### src/rtl/coh_pkg.sv
package coh_pkg;
  localparam int MAX_CORES = 4;
  localparam int WORD_AW   = 6;
  localparam int RANGE_CNT = 4;

  localparam logic [WORD_AW-1:0] OFF_CTRL   = 6'h00;
  localparam logic [WORD_AW-1:0] OFF_CFG    = 6'h01;
  localparam logic [WORD_AW-1:0] OFF_MST_LO = 6'h10;
  localparam logic [WORD_AW-1:0] OFF_MST_HI = 6'h11;
  localparam logic [WORD_AW-1:0] OFF_PER_LO = 6'h12;
  localparam logic [WORD_AW-1:0] OFF_PER_HI = 6'h13;
  localparam logic [WORD_AW-1:0] OFF_ACC    = 6'h14;
  localparam logic [WORD_AW-1:0] OFF_NSAC   = 6'h15;

  typedef struct packed {
    logic wrCtrl;
    logic wrAcc;
    logic loadStraps;
  } cohStrobe_t;
endpackage

### src/rtl/coh_ctrl.sv
module coh_ctrl
  import coh_pkg::*;
#(
  parameter int NUM_CORES = 4
) (
  input  logic                 clk,
  input  logic                 rstN,
  input  logic                 startPulse,
  input  logic                 busWrEn,
  input  logic [WORD_AW-1:0]   wordAddr,
  input  logic [1:0]           coreIdx,
  input  logic [MAX_CORES-1:0] accWrBits,
  output cohStrobe_t           strb,
  output logic [MAX_CORES-1:0] unlockVec
);
  localparam logic [2:0] CORE_CNT = 3'(NUM_CORES);

  logic started;
  logic coreOk;
  logic wrOk;

  assign coreOk = ({1'b0, coreIdx} < CORE_CNT) && unlockVec[coreIdx];
  assign wrOk   = busWrEn && coreOk;

  always_comb begin
    strb            = '0;
    strb.wrCtrl     = wrOk && (wordAddr == OFF_CTRL);
    strb.wrAcc      = wrOk && (wordAddr == OFF_ACC);
    strb.loadStraps = startPulse && !started;
  end

  always_ff @(posedge clk or negedge rstN) begin
    if (!rstN)                started <= 1'b0;
    else if (strb.loadStraps) started <= 1'b1;
  end

  for (genvar c = 0; c < MAX_CORES; c++) begin : g_lock
    if (c < NUM_CORES) begin : g_present
      always_ff @(posedge clk or negedge rstN) begin
        if (!rstN)                             unlockVec[c] <= 1'b1;
        else if (strb.wrAcc && !accWrBits[c])  unlockVec[c] <= 1'b0;
      end

      AST_LOCK_STICKY: assert property (@(posedge clk) disable iff (!rstN)
        !unlockVec[c] |=> !unlockVec[c]);
    end else begin : g_absent
      assign unlockVec[c] = 1'b0;
    end
  end

  AST_START_ONCE: assert property (@(posedge clk) disable iff (!rstN)
    strb.loadStraps |=> !strb.loadStraps);
endmodule

### src/rtl/coh_dpath.sv
module coh_dpath
  import coh_pkg::*;
#(
  parameter int          NUM_CORES = 4,
  parameter logic [3:0]  SMP_MASK  = 4'hF,
  parameter int          MASK_LOW  = 20
) (
  input  logic                       clk,
  input  logic                       rstN,
  input  cohStrobe_t                 strb,
  input  logic                       enWrBit,
  input  logic                       strapFiltEn,
  input  logic [RANGE_CNT-1:0][31:0] strapRange,
  input  logic [WORD_AW-1:0]         wordAddr,
  input  logic                       busWrEn,
  input  logic [1:0]                 coreIdx,
  input  logic [MAX_CORES-1:0]       unlockVec,
  output logic [31:0]                rdData
);
  localparam logic [4:0]  PRESENT_W  = (5'd1 << NUM_CORES) - 5'd1;
  localparam logic [3:0]  PRESENT    = PRESENT_W[3:0];
  localparam logic [1:0]  CNT_M1     = 2'(NUM_CORES - 1);
  localparam logic [31:0] LOW_MASK   = (32'd1 << MASK_LOW) - 32'd1;
  localparam logic [31:0] NSAC_VALUE = 32'h0000_0FFF;
  localparam logic [2:0]  CORE_CNT   = 3'(NUM_CORES);

  logic                       enableBit;
  logic                       filtEnBit;
  logic [RANGE_CNT-1:0][31:0] rangeReg;
  logic                       mstDefined;

  always_ff @(posedge clk or negedge rstN) begin
    if (!rstN) begin
      enableBit <= 1'b0;
      filtEnBit <= 1'b0;
    end else begin
      if (strb.wrCtrl)     enableBit <= enWrBit;
      if (strb.loadStraps) filtEnBit <= strapFiltEn;
    end
  end

  for (genvar g = 0; g < RANGE_CNT; g++) begin : g_range
    always_ff @(posedge clk) begin
      if (strb.loadStraps) rangeReg[g] <= strapRange[g];
    end
  end

  assign mstDefined = (rangeReg[0] != 32'd0) && (rangeReg[1] != 32'd0);

  always_comb begin
    rdData = 32'd0;
    case (wordAddr)
      OFF_CTRL:   rdData = {30'd0, filtEnBit, enableBit};
      OFF_CFG:    rdData = {mstDefined, 23'd0, PRESENT & SMP_MASK, 2'b00, CNT_M1};
      OFF_MST_LO: rdData = rangeReg[0] & ~LOW_MASK;
      OFF_MST_HI: rdData = rangeReg[1] & ~LOW_MASK;
      OFF_PER_LO: rdData = rangeReg[2] & ~LOW_MASK;
      OFF_PER_HI: rdData = rangeReg[3] & ~LOW_MASK;
      OFF_ACC:    rdData = {28'd0, unlockVec};
      OFF_NSAC:   rdData = NSAC_VALUE;
      default:    rdData = 32'd0;
    endcase
  end

  AST_FILT_LOW_ZERO: assert property (@(posedge clk) disable iff (!rstN)
    (wordAddr >= OFF_MST_LO && wordAddr <= OFF_PER_HI) |-> (rdData[19:0] == 20'd0));

  AST_NSAC_CONST: assert property (@(posedge clk) disable iff (!rstN)
    (wordAddr == OFF_NSAC) |-> (rdData == 32'h0000_0FFF));

  AST_LOCKED_NO_WRITE: assert property (@(posedge clk) disable iff (!rstN)
    (busWrEn && (({1'b0, coreIdx} >= CORE_CNT) || !unlockVec[coreIdx])) |=> $stable(enableBit));

  AST_STRAPS_HOLD: assert property (@(posedge clk) disable iff (!rstN)
    !strb.loadStraps |=> $stable(rangeReg));
endmodule

### src/rtl/coh_regbank.sv
module coh_regbank
  import coh_pkg::*;
#(
  parameter int         NUM_CORES = 4,
  parameter logic [3:0] SMP_MASK  = 4'hF
) (
  input  logic        clk,
  input  logic        rstN,
  input  logic        startPulse,
  input  logic        strapFiltEn,
  input  logic [31:0] strapMstStart,
  input  logic [31:0] strapMstEnd,
  input  logic [31:0] strapPerStart,
  input  logic [31:0] strapPerEnd,
  input  logic [7:0]  busAddr,
  input  logic        busWrEn,
  input  logic [31:0] busWrData,
  input  logic [1:0]  busCoreIdx,
  output logic [31:0] busRdData
);
  cohStrobe_t                 strb;
  logic [MAX_CORES-1:0]       unlockVec;
  logic [WORD_AW-1:0]         wordAddr;
  logic [RANGE_CNT-1:0][31:0] strapRange;
  logic                       unusedBits;

  assign wordAddr   = busAddr[7:2];
  assign unusedBits = ^{busAddr[1:0], busWrData[31:MAX_CORES]};
  assign strapRange = {strapPerEnd, strapPerStart, strapMstEnd, strapMstStart};

  coh_ctrl #(.NUM_CORES(NUM_CORES)) i_ctrl (
    .clk        (clk),
    .rstN       (rstN),
    .startPulse (startPulse),
    .busWrEn    (busWrEn),
    .wordAddr   (wordAddr),
    .coreIdx    (busCoreIdx),
    .accWrBits  (busWrData[MAX_CORES-1:0]),
    .strb       (strb),
    .unlockVec  (unlockVec)
  );

  coh_dpath #(.NUM_CORES(NUM_CORES), .SMP_MASK(SMP_MASK)) i_dpath (
    .clk         (clk),
    .rstN        (rstN),
    .strb        (strb),
    .enWrBit     (busWrData[0]),
    .strapFiltEn (strapFiltEn),
    .strapRange  (strapRange),
    .wordAddr    (wordAddr),
    .busWrEn     (busWrEn),
    .coreIdx     (busCoreIdx),
    .unlockVec   (unlockVec),
    .rdData      (busRdData)
  );
endmodule

### config.mk
export PLATFORM = sky130hd
export DESIGN_NAME = coh_regbank
export DESIGN_NICKNAME = d
export VERILOG_FILES = /design/src/rtl/coh_pkg.sv /design/src/rtl/coh_ctrl.sv /design/src/rtl/coh_dpath.sv /design/src/rtl/coh_regbank.sv
export SDC_FILE = /design/constraint.sdc
export NUM_CORES = 1
export LEC_CHECK = 0
export ABC_AREA = 1
export BUFFER_PORTS_ARGS = -buffer_cell sky130_fd_sc_hd__buf_2
export CORE_MARGIN = 2
export CORE_UTILIZATION = 25
export CTS_CLUSTER_SIZE = 25
export DETAILED_ROUTE_END_ITERATION = 7
export PLACE_DENSITY = 0.6
export SETUP_SLACK_MARGIN = 0.1
export SLEW_MARGIN = 20
export SYNTH_ARGS = -nofsm -noshare
export SYNTH_HDL_FRONTEND = slang
export SYNTH_SLANG_ARGS = --single-unit
### constraint.sdc
create_clock -name clk -period 11.3 [get_ports clk]
set_clock_uncertainty 0.15 [all_clocks]
set_input_delay 0.565 -clock clk [delete_from_list [all_inputs] [get_ports clk]]
set_output_delay 0.565 -clock clk [all_outputs]
set_load 0.02 [all_outputs]
==> results of run 1 <==
[logic make-up after synthesis]
family | synth area share, %
AND/OR/NAND/NOR | 13.4
flip-flops | 71.5
buffers and inverters | 10.4
AO/OA/AOI/OAI | 4.31
multiplexers | 0.285
other | 0.0949
[how the worst min path moves through the flow]
stage          depth (start not counted)            start  slack (ns)               endpoint
6_report                               1  strapPerEnd[21]        0.24  i_dpath.rangeReg[117]
5_1_grt                                1  strapMstEnd[12]        0.22   i_dpath.rangeReg[44]
4_1_cts                                1  strapMstEnd[12]        0.22   i_dpath.rangeReg[44]
3_5_place_dp                           1             rstN        0.25         i_ctrl.started
3_3_place_gp                           1             rstN        0.25         i_ctrl.started
2_1_floorplan                          0             rstN        0.12         i_ctrl.started
[routing by layer]
| metal | vias to the layer above | share of wire (%) |
|---|---|---|
| li1 | 1332 | - |
| met1 | 1176 | 43 |
| met2 | 100 | 47 |
| met3 | 15 | 6.9 |
| met4 | 0 | 2.8 |
| met5 | - | 0 |
[final cells by class]
type	instances	area [µm²]
Clock buffer	11	233
Fill cell	1588	10300
Tap cell	211	264
Multi-Input combinational cell	149	749
Clock inverter	5	57.6
Sequential cell	95	2820
Timing Repair Buffer	130	658
Inverter	73	274
[flip-flops by register name, indices dropped and copies added, names as in the netlist]
name               cells
i_dpath.rangeReg      88
i_ctrl.unlockVec       4
i_dpath.enableBit      1
i_dpath.filtEnBit      1
i_ctrl.started         1
[power by group through the flow]
stage | Sequential, µW | Combinational [µW] | Clock [µW]
2_1_floorplan | 392 | 13.0 | 0
3_3_place_gp | 392 | 31.6 | 0
3_5_place_dp | 392 | 32.7 | 0
4_1_cts | 385 | 33.1 | 310
5_1_grt | 385 | 36.7 | 327
6_report | 385 | 32.6 | 297
[through the flow]
| stage | total power, µW | std cells | utilization (%) |
|---|---|---|---|
| 3_3_place_gp | 424 | 657 | 31.1 |
| 6_report | 715 | 674 | 33.0 |
| 3_5_place_dp | 425 | 657 | 31.1 |
| 4_1_cts | 728 | 674 | 33.0 |
| 2_1_floorplan | 405 | 335 | - |
| 5_1_grt | 748 | 674 | 33.0 |
[worst max-delay path: stages]
cell     delay, ns
buf_2         0.12
nor2_4        0.21
nand3_1       0.54
o22ai_1       0.39
or2_2         0.14
buf_2         0.17
[layout by cell type, fill, tap and decap left out]
cell type / count
dlygate4sd3_1: 1
nor2_1: 36
mux2_2: 1
dfstp_2: 4
nor2_2: 1
buf_4: 1
or2_1: 10
clkinvlp_4: 2
a21oi_1: 2
nor2_4: 4
o21ai_0: 3
nand3_1: 8
o22ai_1: 22
and2_1: 1
clkbuf_1: 2
conb_1: 8
or2_2: 2
bufinv_16: 1
and2_0: 1
inv_6: 1
clkbuf_16: 9
inv_1: 73
edfxtp_1: 88
o211ai_1: 1
buf_2: 128
and3_2: 1
dfrtp_1: 3
nand2_1: 36
nand4_1: 11
nand4_2: 1
clkinv_1: 1
[repair_timing]
item	in CTS	in global routing
hold buffers	1	0
endpoints found under the hold margin	3	0
resized for setup	0	0
endpoints found under the setup margin	0	0
==> summary.md, run 1 <==
| Metric | Value |
|---|---|
| HP Class | in2reg |
| Setup ws final | approximately 8.4 ns |
| Syn Inst Count | about 330 |
| Max_cap viols | 0 |
| Cell taking the most area after synthesis | edfxtp_1 |
| Remaining Overflow, GRT | 0 |
| Synth area leaders | edfxtp_1 67%, inv_1 6.9%, nor2_1 3.5%, o22ai_1 3.5%, nand2_1 3.4% |
| Critical path class | in2out |
| Sequential-to-total area share from yosys stat | slightly above 70% |
| Antenna Nets Post-Route | 0 |
| Drt via density | a little under 4 |
| Logic pwr share | under 10% |
| Avg Cell Area, Syn | 12.0 µm² |
| Die area | 16,800 µm² |
| Initial core utilization | 25.8% |
| Synthesized area | about 4000 µm² |
| Nets | 633 |
| Met3 Track Usage GR | under 10% |
| CTS tree | built |
| Critical path peak fanout | 11 |
| Fmax | 349 MHz |
| Routed wire length per instance | approximately 12 µm |
| Final setup viols | 0 |
| TritonCTS Sinks | 95 |
| Worst R2R Path Depth | 2 |
| Clock share of power | between 40% and 50% |
| Largest net degree at the start of global routing | 85 |
| Net load switching power | 142 µW |
| Final Critical Period | ~2.9 ns |
| Final hold vios | 0 |
| Worst setup SP type | input pin |
| Die width | ~130 µm |
| CP startpoint | busAddr[7] |
| Vias in the first global route | 2,677 |
| Post-CTS setup buffers | 0 |
| Pint | about 570 µW |
| Drt first pass iters | 4 |
| Async SR Flop Fraction | 7.37% |
| Layout Area Growth over Synthesis | 28.1% |
| GRT busiest layer | met2 |
| Min Hold Slack | around 0.24 ns |
| Die Span Y | roughly 130 µm |
| Root buf cell | clkbuf_16 |
| Switching share of total power | about a fifth |
| Worst-margin pin slew | approximately 1.1 ns |
| Synth warn | 0 |
| I/O Buffers | between 100 and 150 |
| GPL Wtd Cong | 0.770 |
| Layout cells sized above 1 | 33.7% |
| CP endpoint | busRdData[23] |
| GRT met1 Usage | roughly an eighth |
| Critical path endpoint category | primary output |
| Via Count | between 2,000 and 3,000 |
| Antenna violations before repair | 0 |
| CTS Buffer Depth | 2 |
| Row count | between 40 and 50 |
| Io pins | between 200 and 250 |
| Placed inst area | 4760 µm² |
| Slew headroom | between 20 and 30% |
| CP required | approximately 11 ns |
| Final period util | around a quarter |
| PwrDens | roughly 140 nW/µm² |
| Insertion delay to the later sink of the worst-skew pair | 0.34 ns |
| Arrival time worst endpoint | 2.15 ns |
| Slew Limit Fails | 0 |
| Clk slew on worst S/H paths | 0.06 ns |
| R2R Path Start | i_ctrl.started |
| Synthesis-stage register bit count | 95 |
| R2R Setup Slk | between 9 and 10 ns |
| # DRC | 0 |
| Top FF cell, synth | edfxtp_1 |
| Share of the synthesized area in the top cell type | roughly two thirds |
| H-tree levels | 3 |
| Count leader, synth | edfxtp_1 |
| First-pass GRT wire length | 13,000 µm |
| VDD IR max | 0.0905 mV |
| Final instance area | just over 5000 µm² |
| Post-synth EDFFs | just under 90 |
| RSZ-0062 raised after global routing | false |
| Place WS | roughly 8.4 ns |
| Reg2reg end | i_dpath.rangeReg[26] |
| Leakage power | around 0.0023 µW |
| Initial DRC Count | 97 |
| All-Layer GR Usage | approximately a tenth |
| Library cells used by synthesis | 25 |
| DP HPWL | roughly 6300 µm |
| Seq pwr share | approximately 54% |
| Status | completed |
| Setup TNS | 0 ns |
| Drt total wl | between 8000 and 9000 µm |
| N_diodes | 0 |
| Met2 usage | 16.8% |
| CTS buffer count | 9 |
| Core area | ~15,000 µm² |
| Most instantiated cells after synthesis | 88 x edfxtp_1, 73 x inv_1, 37 x nor2_1 |
No activity file was read; power rests on OpenSTA's default activity.
==> run 2: changes to the inputs <==
clock period = 2.65 ns   (was 11.3 ns; I/O delays follow)
==> run 2 against run 1 <==
Net effect:
- first-iteration DRC count is 3.1% lower
- sequential cell count did not move
- die area is the same
- via count is 16% higher
- critical path depth grew 1
==> summary.md, run 2 (synthesis results as in run 1) <==
| Metric | Value |
|---|---|
| Antenna Nets Post-Route | 0 (unchanged) |
| Initial core utilization | 25.8% (unchanged) |
| Clock share of power | 41.4% (-0.2 points) |
| Slew headroom | 61.8% (+34 points) |
| Drt total wl | 10,000 µm (+19%) |
| Post-CTS setup buffers | 0 (unchanged) |
| Status | completed |
| Max_cap viols | 0 (unchanged) |
| Commonest non-fill, non-tap cell in the layout | buf_2 |
| RSZ-0062 raised after global routing | false |
| Placed inst area | 4790 µm² (+0.58%) |
| Fmax | around 530 MHz |
| Via Count | 3,054 (+16%) |
| GPL Wtd Cong | 0.759 (-1.4%) |
| Largest Register | i_dpath.rangeReg |
| PwrDens | 535 nW/µm² (+280%) |
| CTS Buffer Depth | 2 (unchanged) |
| Vias in the first global route | 3,156 (+18%) |
| HP Class | in2reg |
| Initial DRC Count | 94 (-3.1%) |
| Layout filler cell count | 1,474 (-7.2%) |
| Most frequent CP cell | buf_2 |
| Io pins | 207 (unchanged) |
| Switching share of total power | 19.3% (-0.65 points) |
| N_diodes | 0 (unchanged) |
| Insertion delay to the later sink of the worst-skew pair | 0.34 ns (about the same) |
| Critical path peak fanout | 11 (unchanged) |
| Slowest cell on crit path | nand3_1 |
| Die area | 16,800 µm² (unchanged) |
| Largest net degree at the start of global routing | 85 (unchanged) |
| DP HPWL | 6280 µm (-0.58%) |
| CTS buffer count | 9 (unchanged) |
| Die width | 130 µm (unchanged) |
| Seq pwr share | 50.6% (-3.3 points) |
| Row count | 45 (unchanged) |
| Remaining Overflow, GRT | 0 (unchanged) |
| Antenna violations before repair | 0 (unchanged) |
| Slew Limit Fails | 0 (unchanged) |
| Routed wire length per instance | 13.0 µm (+4.0%) |
| Layout cells sized above 1 | 28.2% (-5.5 points) |
| Logic pwr share | 7.9% (+3.3 points) |
| Leakage power | 0.00268 µW (+19%) |
| Worst-margin pin slew | 0.572 ns (-0.509 ns) |
| Arrival time worst endpoint | 1.60 ns (-0.55 ns) |
| # DRC | 0 (unchanged) |
| Largest regs | i_dpath.rangeReg (88), i_ctrl.unlockVec (4) |
| Drt first pass iters | 4 (unchanged) |
| Die Span Y | 130 µm (unchanged) |
| Critical path, cell by cell | buf_2, inv_1, nor2_4, nand3_1, o22ai_1, or2_1, buf_2 |
| Worst setup SP type | input pin |
| CTS tree | built |
| Placed cells | 659 (+0.30%) |
| Max reg flops | 88 (unchanged) |
| Nets | 731 (+15%) |
| Final Non-Filler Cells | 771 (+14%) |
| Clk slew on worst S/H paths | 0.06 ns (about the same) |
| Commonest non-fill, non-tap cells in the layout | 128 x buf_2, 97 x dlygate4sd3_1, 88 x edfxtp_1 |
| Final Util | 39.6% (+6.5 points) |
| Largest stage delay, worst path | 0.46 ns (-0.08 ns) |
| First-pass GRT wire length | 15,400 µm (+18%) |
| Core area | 15,300 µm² (unchanged) |
| All-Layer GR Usage | 12.2% (+1.7 points) |
| Setup TNS | 0 ns (unchanged) |
| H-tree levels | 3 (unchanged) |
| Root buf cell | clkbuf_16 |
| Critical path endpoint category | primary output |
| CTS Hold Bufs | 97 (+96) |
| TritonCTS Sinks | 95 (unchanged) |
| Final period util | 70.9% |
| Critical path class | in2out |
| Drt via density | 3.96 (+1.8%) |
| Final setup viols | 0 (unchanged) |
| Final hold vios | 0 (unchanged) |
| VDD IR max | 0.381 mV (+320%) |
| Pint | 2620 µW (+360%) |
| Cts repair resizes | 0 (unchanged) |
| CP required | 2.37 ns (-8.22 ns) |
| Layout Area Growth over Synthesis | 53.4% |
| Final instance area | 6060 µm² (+20%) |
| I/O Buffers | 128 (unchanged) |
| Net load switching power | 625 µW (+340%) |
| Final Critical Period | 1.88 ns |
==> run 2: cell types whose count changed in the layout (fill, tap and decap cells not counted) <==
cell / delta
clkinvlp_4: -2
buf_12: +1
buf_4: +1
dlygate4sd3_1: +96
clkbuf_1: -1
inv_6: -1
bufinv_16: +1
clkinv_2: +2
==> run 2: power by group through the flow <==
stage          clock (µW)  combinational [µW]  sequential [µW]
6_report             1340                 256             1640
5_1_grt              1450                 279             1640
4_1_cts              1380                 250             1640
3_5_place_dp            0                 140             1670
3_3_place_gp            0                 136             1670
2_1_floorplan           0                56.0             1670
==> run 2: area by class of cell <==
class	count	area, µm²	area share (%)
clock inverter	5	73.8	1.22
multi-input combinational	149	749	12.4
tap	211	264	4.36
inverter	73	274	4.52
clock buffer	10	229	3.78
timing repair buffer	228	1650	27.2
sequential	95	2820	46.6
==> run 2: worst max-delay path, delay by kind of cell <==
kind,cells,cell delay (ns)
simple gates,3,0.78
buf+inv,3,0.32
compound gates,1,0.36
==> run 2: metrics by stage <==
step | hold WS (ns) | power (µW) | worst slack, ns
after floorplan | -0.313 | 1730 | 0.222
final | 0.140 | 3240 | 0.770
after global placement | -0.181 | 1810 | 0.748
after global routing | 0.155 | 3370 | 0.565
after detailed placement | -0.173 | 1810 | 0.742
after CTS | 0.120 | 3270 | 0.694
==> run 2: worst paths after layout <==
check / from / slack [ns] / depth (start not counted) / end
setup / recovery: busAddr[6] / 0.77 / 7 / busRdData[26]
hold / removal: busCoreIdx[1] / 0.14 / 7 / i_ctrl.unlockVec[0]
setup reg to reg: i_ctrl.unlockVec[3] / 0.86 / 8 / i_ctrl.unlockVec[1]
hold reg to reg: i_ctrl.unlockVec[3] / 0.30 / 2 / i_ctrl.unlockVec[3]
max in group asynchronous: rstN / 1.59 / 3 / i_dpath.enableBit
min in group asynchronous: rstN / 0.16 / 2 / i_ctrl.unlockVec[1]
==> run 2: routing by layer <==
metal,vias up,GRT usage (%),wire length [µm]
met5,-,0,0
met4,0,6.01,294
met3,22,3.36,455
met2,107,21.3,5020
met1,1403,13.9,4240
li1,1522,-,-
